## src/rtl/incdec_pkg.sv

```systemverilog
package incdec_pkg;
  localparam int DATA_W  = 14;
  localparam int STEP_W  = 7;
  localparam int DIR_BIT = 8;
  localparam logic [1:0] SEL_STEP = 2'b00;
  typedef logic [DATA_W-1:0] chan_val_t;
  typedef logic [STEP_W-1:0] step_t;
endpackage

```

## src/rtl/incdec_decode.sv

```systemverilog
module incdec_decode
  import incdec_pkg::*;
#(
  parameter int NUM_CH = 40,
  parameter int ADDR_W = 8
) (
  input  logic              strobe_i,
  input  logic [1:0]        reg_sel_i,
  input  logic [ADDR_W-1:0] addr_i,
  input  chan_val_t         data_i,
  output logic              step_hit_o,
  output logic              srst_hit_o,
  output step_t             step_o,
  output logic              up_o
);
  localparam logic [ADDR_W:0] CH_LIMIT = (ADDR_W+1)'(NUM_CH);

  logic sel_ok, all_ones, addr_ok;

  assign sel_ok     = strobe_i && (reg_sel_i == SEL_STEP);
  assign all_ones   = &data_i;
  assign addr_ok    = {1'b0, addr_i} < CH_LIMIT;
  assign srst_hit_o = sel_ok && all_ones;
  assign step_hit_o = sel_ok && !all_ones && addr_ok;
  assign step_o     = data_i[STEP_W-1:0];
  assign up_o       = data_i[DIR_BIT];
endmodule

```

## src/rtl/incdec_sat_step.sv

```systemverilog
module incdec_sat_step
  import incdec_pkg::*;
(
  input  chan_val_t val_i,
  input  step_t     step_i,
  input  logic      up_i,
  output chan_val_t res_o
);
  logic [DATA_W:0] ext_val, ext_step, sum, diff;

  assign ext_val  = {1'b0, val_i};
  assign ext_step = {{(DATA_W+1-STEP_W){1'b0}}, step_i};
  assign sum      = ext_val + ext_step;
  assign diff     = ext_val - ext_step;

  // bit DATA_W flags a carry out on the add or a borrow on the subtract
  always_comb begin
    if (up_i) res_o = sum[DATA_W]  ? '1 : sum[DATA_W-1:0];
    else      res_o = diff[DATA_W] ? '0 : diff[DATA_W-1:0];
  end
endmodule

```

## src/rtl/incdec_unit.sv

```systemverilog
module incdec_unit
  import incdec_pkg::*;
#(
  parameter int NUM_CH = 40,
  parameter int ADDR_W = 8
) (
  input  logic              clk_i,
  input  logic              rst_ni,
  input  logic              strobe_i,
  input  logic [1:0]        reg_sel_i,
  input  logic [ADDR_W-1:0] addr_i,
  input  logic [DATA_W-1:0] data_i,
  output logic [ADDR_W-1:0] rd_addr_o,
  input  logic [DATA_W-1:0] rd_data_i,
  output logic              wb_en_o,
  output logic [ADDR_W-1:0] wb_addr_o,
  output logic [DATA_W-1:0] wb_data_o,
  output logic              soft_rst_o
);
  localparam logic [ADDR_W:0] CH_LIMIT = (ADDR_W+1)'(NUM_CH);

  logic      step_hit, srst_hit, up;
  step_t     step;
  chan_val_t res;

  assign rd_addr_o = addr_i;

  incdec_decode #(.NUM_CH(NUM_CH), .ADDR_W(ADDR_W)) u_dec (
    .strobe_i  (strobe_i),
    .reg_sel_i (reg_sel_i),
    .addr_i    (addr_i),
    .data_i    (data_i),
    .step_hit_o(step_hit),
    .srst_hit_o(srst_hit),
    .step_o    (step),
    .up_o      (up)
  );

  incdec_sat_step u_sat (
    .val_i (rd_data_i),
    .step_i(step),
    .up_i  (up),
    .res_o (res)
  );

  always_ff @(posedge clk_i or negedge rst_ni) begin
    if (!rst_ni) begin
      wb_en_o    <= 1'b0;
      soft_rst_o <= 1'b0;
      wb_addr_o  <= '0;
      wb_data_o  <= '0;
    end else begin
      wb_en_o    <= step_hit;
      soft_rst_o <= srst_hit;
      if (step_hit) begin
        wb_addr_o <= addr_i;
        wb_data_o <= res;
      end
    end
  end

  // the two results never occur together
  a_r6_srst_excl: assert property (@(posedge clk_i) disable iff (!rst_ni)
    !(wb_en_o && soft_rst_o));
  a_r6_srst_src: assert property (@(posedge clk_i) disable iff (!rst_ni)
    soft_rst_o |-> $past(strobe_i) && $past(reg_sel_i) == SEL_STEP && $past(&data_i));
  a_r9_latency: assert property (@(posedge clk_i) disable iff (!rst_ni)
    wb_en_o |-> $past(strobe_i) && $past(reg_sel_i) == SEL_STEP);
  a_r8_in_range: assert property (@(posedge clk_i) disable iff (!rst_ni)
    wb_en_o |-> ({1'b0, wb_addr_o} < CH_LIMIT));
  a_r3_no_overflow: assert property (@(posedge clk_i) disable iff (!rst_ni)
    wb_en_o && $past(data_i[DIR_BIT]) |-> wb_data_o >= $past(rd_data_i));
  a_r4_no_underflow: assert property (@(posedge clk_i) disable iff (!rst_ni)
    wb_en_o && !$past(data_i[DIR_BIT]) |-> wb_data_o <= $past(rd_data_i));
  a_r5_zero_step: assert property (@(posedge clk_i) disable iff (!rst_ni)
    wb_en_o && $past(data_i[STEP_W-1:0]) == '0 |-> wb_data_o == $past(rd_data_i));
endmodule

```

## config.mk

```make
export PLATFORM = sky130hd
export DESIGN_NAME = incdec_unit
export DESIGN_NICKNAME = d
export VERILOG_FILES = /design/src/rtl/incdec_pkg.sv /design/src/rtl/incdec_decode.sv /design/src/rtl/incdec_sat_step.sv /design/src/rtl/incdec_unit.sv
export SDC_FILE = /design/constraint.sdc
export NUM_CORES = 1
export LEC_CHECK = 0
export ABC_AREA = 1
export BUFFER_PORTS_ARGS = -buffer_cell sky130_fd_sc_hd__buf_2
export CAP_MARGIN = 20
export CORE_MARGIN = 4
export CORE_UTILIZATION = 40
export DETAILED_ROUTE_END_ITERATION = 6
export PLACE_DENSITY_LB_ADDON = 0.1
export SLEW_MARGIN = 5
export SYNTH_ARGS = -nofsm -noshare
export SYNTH_HDL_FRONTEND = slang
export SYNTH_SLANG_ARGS = --single-unit
```

## constraint.sdc

```tcl
create_clock -name clk_i -period 0.8 [get_ports clk_i]
set_input_delay 0 -clock clk_i [delete_from_list [all_inputs] [get_ports clk_i]]
set_output_delay 0 -clock clk_i [all_outputs]
set_load 0.03 [all_outputs]
```

# Word level (Yosys, flattened, before mapping)
# Cells that the tools add are included.
word_totals:
  elab_cells: 17
  ff_bits: 24
  out_inout_bits: 32
  in_bits: 41
classes:
  n_reduce_logical: 7
  add_sub_neg: 2
  muxes: 3
  n_lt_le_gt_ge: 1
op_table:
  columns: ["operator", "count"]
  rows:
  - ["$mux 14", 3]
  - ["$add 14x7->15", 1]
  - ["$sub 14x7->15", 1]
  - ["$reduce_and 14->1", 1]
  - ["$lt 8x6->1 const B", 1]
  - ["$logic_and 1x1->1", 4]
  - ["$logic_not 2->1", 1]
  - ["$logic_not 1->1", 1]

# Logic depth before layout (Yosys ltp)
# Gate-level depths: netlist (run 1).
depth:
  ltp_word: 4
  depth_mapped: 16
  depth_no_buf: 15

# By module
# A second synthesis (run 1) with hierarchy kept.
hier_totals:
  hier_cells: 416
  hier_area_um2: 2608.8
modules_own_cells:
  columns: ["mod", "cells_each", "area_per_inst_um2", "seq_area_each_um2", "n_inst"]
  rows:
  - ["incdec_sat_step", 283, 1491.4, 0.0, 1]
  - ["incdec_unit", 103, 949.7, 600.6, 1]
  - ["incdec_decode", 30, 167.7, 0.0, 1]

# Worst setup path before layout (run 1)
# Ideal clock, no wire load.
synth_path:
  kind: "input to register"
  from: "input data_i[0]"
  to: "register wb_data_o[11]"
  cell_stages: 12
  t_required_ps: 687
  t_arrival_ps: 1388
  path_slack_ps: -701
  path_buffers: 0
  setup_time_ps: 113
  path_cell_list: "ha_1 fa_1 nand2_1 nand2_1 nand3_1 nand2_2 nand2_2 nand2_4 a21oi_2 nand3_1 nand2_1 inv_1"
synth_via:
  elab_chain_cells: 4
  word_cells_on_any_way: 9
  cone_classes: "add/sub: 2; mux: 3; reduce/logical: 4"
synth_lines:
  columns: ["element", "line_no", "rtl"]
  rows:
  - ["start, declared", "incdec_unit.sv:12", "input logic [DATA_W-1:0] data_i,"]
  - ["parallel branches: the longest is 4 deep, another holds $sub 14x7->15", null, null]
  - ["end signal, assigned", "incdec_unit.sv:57", "wb_data_o <= res;"]
  - ["end, declared", "incdec_unit.sv:17", "output logic [DATA_W-1:0] wb_data_o,"]
# Parallel ways; which one is timed is not known.
# A chain may end at the register's enable or synchronous reset.

# Worst setup path after layout (run 1)
layout_path:
  from: "input data_i[0]"
  to: "register wb_data_o[0]"
# Same word-level chain as after synthesis.

==> results of run 1 <==
sequential cells by signal (all words and copies together), names as in the netlist:
signal and count:
soft_rst_o 1, wb_en_o 1, wb_addr_o 8, wb_data_o 14
path summary, 6_finish.rpt:
kind                                 to  slack (ns)  depth (start not counted)         start
max                        wb_data_o[0]       -0.55                         12     data_i[0]
min                        wb_addr_o[5]        0.07                          4     addr_i[5]
max reg2reg                wb_data_o[6]       -0.08                          3  wb_data_o[6]
min reg2reg                wb_addr_o[6]        0.53                          2  wb_addr_o[6]
max in group asynchronous  wb_addr_o[2]        0.33                          3        rst_ni
min in group asynchronous  wb_addr_o[7]        0.23                          3        rst_ni
power groups by stage:
| stage | registers, mW | logic [mW] | clock network, mW |
|---|---|---|---|
| floorplan | 2.20 | 1.08 | 0 |
| global placement | 1.63 | 2.53 | 0 |
| detailed placement | 1.64 | 2.54 | 0 |
| CTS | 1.68 | 3.11 | 1.07 |
| global route | 1.74 | 3.59 | 1.11 |
| finish | 1.71 | 3.33 | 1.08 |
Yosys cell counts:
cell type	count
nand3_2	3
xnor2_1	2
a21oi_1	7
nor2b_2	1
nor3_1	6
fa_1	2
nor2_4	1
buf_6	7
o21ai_0	12
or2_0	5
nand3_1	33
nand4_1	5
inv_2	4
nor2_1	39
inv_1	55
nand2_4	2
xor2_1	9
nor3_2	1
nand2_2	4
o21bai_1	1
dfrtp_1	24
and2_1	1
ha_1	14
nand2_1	138
buf_4	12
nor2_2	1
buf_2	1
a21oi_2	2
a31oi_1	5
worst register-to-register path, delay by kind of cell (launching register included):
kind / cells / cell delay [ns]
AO/OA/AOI/OAI: 1 / 0.06
buffers and inverters: 1 / 0.15
flip-flops: 1 / 0.43
AND/OR/NAND/NOR: 1 / 0.13
timing repair:
action                     CTS  global route
buffers inserted            10             6
setup endpoints to repair   47            48
resized for setup          102            29
cloned                       2             0
hold buffers                 4             0
hold endpoints to repair    27             0
pin swaps                   27            11
metal layers:
layer,global-route usage [%],share of wire (%),up-vias
li1,-,-,1501
met1,29.6,43,1366
met2,38.5,49,82
met3,2.18,5.5,16
met4,5.10,1.8,0
met5,0,0,-
metrics by stage:
stage	setup WS (ns)	hold WS, ns
after detailed placement	-0.891	-0.00268
final	-0.553	0.0712
after global routing	-0.644	0.103
after CTS	-0.513	0.0765
after global placement	-0.902	-0.00563
after floorplan	-0.616	-0.296
cell families (layout without fill, tap and decap cells):
logic type	after synthesis	count (layout)	synth area share, %
compound gates	27	27	6.05
xor+xnor	11	11	3.85
fa+ha+maj	16	16	8.60
buf+inv	79	225	15.8
flops	24	24	24.0
simple gates	240	240	41.7
layout make-up:
type,instances,area share [%]
Tap cell,75,2.31
Timing Repair Buffer,161,31.4
Clock buffer,3,1.02
Sequential cell,24,14.8
Timing Repair inverter,1,0.185
Multi-Input combinational cell,294,43.6
Inverter,59,5.89
Clock inverter,1,0.740
==> flow_metrics.tcl, run 1 <==
set metrics [dict create \
    status "finished with violations" \
    violations "setup timing" \
    synth_warnings 0 \
    ctsLongestPathBuffers 2 \
    htree_num_levels 1 \
    via_per_inst 4.80 \
    hp-class "input pin to flip-flop" \
    regArea_um2 601 \
    finalHoldViolations 0 \
    stdcell_count 618 \
    wl_per_cell_um 13.6 \
    pwr-share-comb_pct 54.5 \
    cellPowerDensity_nw_per_um2 1510 \
    grt_pass1_wl_mm 13.5 \
    p_leak_nw 2.22 \
    root_buffer "clkbuf_8" \
    fp.dieW_um 87.1 \
    synth-seq-cells 24 \
    fin_setup_tns_ns -9.11 \
    switching_power_mw 2.41 \
    utilization_pct 67.8 \
    place_area_um2 3340 \
    core_region_area_um2 5990 \
    period_share_pct 169 \
    sw_frac_of_total_pct 39.3 \
    synth_cell_types 29 \
    io_pins 73 \
    synth_top_area_cell "dfrtp_1" \
    final_common_cell "nand2_1" \
    rows 28 \
    diodes 0 \
    nets 601 \
    fin_crit_ns 1.35 \
    place_congestion 0.895 \
    die_h_um 87.1 \
    syn_area_um2 2500 \
    cp_slowest_cell "fa_2" \
    ys_seq_area_share_pct 24.0 \
    initial_core_util_pct 41.8 \
    drt_iter0_markers 116 \
    crit_buf_inv 2 \
    end_kind "flip-flop" \
    p_total_mw 6.12 \
    grt_pass1_vias 2972 \
    track_usage_pct 22.2 \
    maxSlewViolCount 0 \
    final_area_um2 4060 \
    slowest_delay_ns 0.34 \
    p_seq_share_pct 27.9 \
    drt_pre_antenna_iters 4 \
    max_slew_margin_pct 79.4 \
    cts_tree "built" \
    grt_max_degree 25 \
    setup_ws_ns -0.553 \
    crit_arrival_ns 1.51 \
    drc 0 \
    p_int_mw 3.71 \
    cp_max_fo 6 \
    ys_top_cells_by_area "dfrtp_1, nand2_1, inv_1, ha_1, nand3_1" \
    path_cells "buf_8 -> ha_4 -> fa_2 -> nand2_1 -> nand2_1 -> nand3_1 -> nand2_2 -> nand2_2 -> nand2_4 -> a21oi_4 -> buf_4 -> a21oi_2" \
    area_delta_synth_final_pct 62.3 \
    drive_gt1_share_pct 42.5 \
    vias 2965 \
    p_clk_share_pct 17.6 \
    fill_cells 548 \
    setup_viol 44 \
    syn_nets 454 \
    antenna_left 0 \
    synth_area_per_cell_um2 6.30 \
    clock.fmax_ghz 0.739 \
    skew_ns 0 \
    drt_wl_total_mm 8.42 \
    ir_drop_mv 1.42 \
    critPathRequiredTime_ns 0.96 \
    worst_pin_slew_ns 0.306 \
    syn_inst 397 \
    antenna_found_initial 0 \
    cts_buffers 3 \
    rsz0062_at_grt "yes" \
    insertion_delay_ns 0.27 \
    timing_worst_setup_path_type "input pin to flip-flop" \
    drv_cap 0 \
    dp_cells 593 \
    yosysTopAreaCellShare_pct 24.0 \
    multi_input_area_um2 1770 \
    dpl.hpwl_mm 6.27 \
    cp_top_family "adder cells" \
    final_cell_mix "nand2_1, buf_4, inv_1, buf_2, nor2_1" \
    setup.worst_path.start_class "input pin" \
    die_area_um2 7580 \
    io_buffer_count 72 \
    overflow 0 \
    cts.sinks 24 \
    clk_pin_slew_ns 0.08 \
]
Power figures use the tool's default switching activity.
==> inputs of run 2 (changes only) <==
--- a/config.mk
+++ b/config.mk
@@ -8,6 +8,7 @@
 export ABC_AREA = 1
 export BUFFER_PORTS_ARGS = -buffer_cell sky130_fd_sc_hd__buf_2
 export CAP_MARGIN = 20
+export CORE_ASPECT_RATIO = 0.9
 export CORE_MARGIN = 4
 export CORE_UTILIZATION = 40
 export DETAILED_ROUTE_END_ITERATION = 6
==> flow_metrics.tcl, run 2 (synthesized netlist as in run 1, its figures left out) <==
set metrics [dict create \
    status "finished with violations" \
    violations "setup timing" \
    drt_wl_total_mm 8.21 \
    grt_pass1_vias 2900 \
    utilization_pct 66.3 \
    insertion_delay_ns 0.26 \
    fp.dieW_um 91.4 \
    area_delta_synth_final_pct 61.3 \
    cp_max_fo 5 \
    max_slew_margin_pct 78.7 \
    largest_register_ffs 14 \
    setup.worst_path.start_class "input pin" \
    r2r_start "wb_data_o[11]" \
    overflow 0 \
    cts.sinks 24 \
    p_total_mw 5.83 \
    worst_pin_slew_ns 0.320 \
    die_area_um2 7580 \
    dp_cells 592 \
    p_leak_nw 2.21 \
    drc 0 \
    final_cell_mix "nand2_1, buf_4, inv_1, buf_2, nor2_1" \
    rows 27 \
    drt_iter0_markers 106 \
    maxSlewViolCount 0 \
    ff2ff_path_depth 3 \
    nets 604 \
    io_pins 73 \
    clk_pin_slew_ns 0.08 \
    initial_core_util_pct 41.1 \
    endpoint "wb_data_o[0]" \
    end_kind "flip-flop" \
    slowest_delay_ns 0.36 \
    period_share_pct 174 \
    path_common_cell "nand2_2" \
    htree_num_levels 1 \
    cts_buffers 3 \
    drv_cap 0 \
    cts_tree "built" \
    hp-class "input pin to flip-flop" \
    ctsLongestPathBuffers 2 \
    place_ws_ns -0.908 \
    ir_drop_mv 0.876 \
    cp_slowest_cell "fa_2" \
    final_common_cell "nand2_1" \
    root_buffer "clkbuf_8" \
    finalHoldViolations 0 \
    track_usage_pct 21.4 \
    setup_viol 42 \
    cp-startpoint "data_i[0]" \
    stdcell_count 618 \
    top_register "wb_data_o" \
    diodes 0 \
    skew_ns 0 \
    reg2reg_slack_ns -0.02 \
    core_region_area_um2 6080 \
    fin_crit_ns 1.39 \
    vias 2961 \
    top_regs "wb_data_o: 14 flops, wb_addr_o: 8 flops" \
    die_h_um 83.0 \
    setup_ws_ns -0.590 \
    drt_pre_antenna_iters 4 \
    crit_arrival_ns 1.54 \
    critPathRequiredTime_ns 0.95 \
    dpl.hpwl_mm 6.42 \
    grt_max_degree 25 \
    grt_pass1_wl_mm 13.5 \
    timing_worst_setup_path_type "input pin to flip-flop" \
    cellPowerDensity_nw_per_um2 1440 \
    timing.rr.end "wb_data_o[11]" \
    rsz0062_at_grt "yes" \
    io_buffer_count 72 \
    antenna_left 0 \
    clock.fmax_ghz 0.720 \
    place_congestion 0.895 \
    fill_cells 549 \
    antenna_found_initial 0 \
    wl_per_cell_um 13.3 \
    via_per_inst 4.79 \
    drive_gt1_share_pct 44.1 \
    path_cells "buf_8 -> ha_4 -> fa_2 -> nand2_2 -> nand2_2 -> nand3_2 -> nand2_2 -> nand2_2 -> nand2_4 -> a21oi_4 -> buf_4 -> a21oi_1" \
]
==> run 2: routing by layer <==
metal / GRT usage, % / part of all wire [%] / vias to the layer above
met5: 0 / 0 / -
met4: 2.19 / 0.79 / 0
met3: 2.81 / 4.0 / 8
met2: 37.9 / 49 / 59
met1: 28.7 / 46 / 1380
li1: - / - / 1514
==> run 2: how the worst min path moves through the flow <==
stage                    from           end  slack (ns)  cells after the start
floorplan              rst_ni    soft_rst_o       -0.30                      0
global placement       rst_ni  wb_addr_o[6]      -0.004                      2
detailed placement     rst_ni  wb_addr_o[6]      -0.005                      2
CTS                 addr_i[5]  wb_addr_o[5]        0.08                      4
global route        data_i[8]  wb_data_o[3]        0.08                      3
finish              addr_i[5]  wb_addr_o[5]        0.08                      4
==> run 2: layout make-up <==
| cell class | count | area (um2) | share of cell area (%) |
|---|---|---|---|
| Tap cell | 72 | 90.1 | 2.23 |
| Sequential cell | 24 | 601 | 14.9 |
| Multi-Input combinational cell | 294 | 1780 | 44.1 |
| Inverter | 59 | 236 | 5.86 |
| Timing Repair Buffer | 165 | 1270 | 31.6 |
| Clock buffer | 4 | 55.1 | 1.36 |
==> run 2: power breakdown <==
group / switching, mW / leakage (nW) / internal, mW / total (mW)
Sequential: 0.205 / 0.298 / 1.49 / 1.69
Clock: 0.383 / 0.0288 / 0.439 / 0.822
Combinational: 1.77 / 1.88 / 1.54 / 3.31
==> run 2: through the flow <==
step	cell area [um2]	TNS, ns	hold slack (ns)
floorplan	2570	-8.68	-0.296
CTS	3850	-7.90	0.0778
global route	4030	-11.49	0.0844
global placement	3350	-16.23	-0.00395
finish	4030	-9.13	0.0761
detailed placement	3350	-16.60	-0.00482
==> run 2: what timing repair did <==
item	CTS	global route
buffers inserted	8	9
endpoints found under the setup margin	47	47
gates resized for setup	100	37
cloned	1	1
hold endpoints to repair	27	0
hold buffers	4	0
pin swaps	23	8
==> run 2: critical path: cells and delay by family <==
| family | cells | cell delay [ns] |
|---|---|---|
| compound gates | 2 | 0.32 |
| fa+ha+maj | 2 | 0.52 |
| buf+inv | 2 | 0.27 |
| simple gates | 6 | 0.43 |
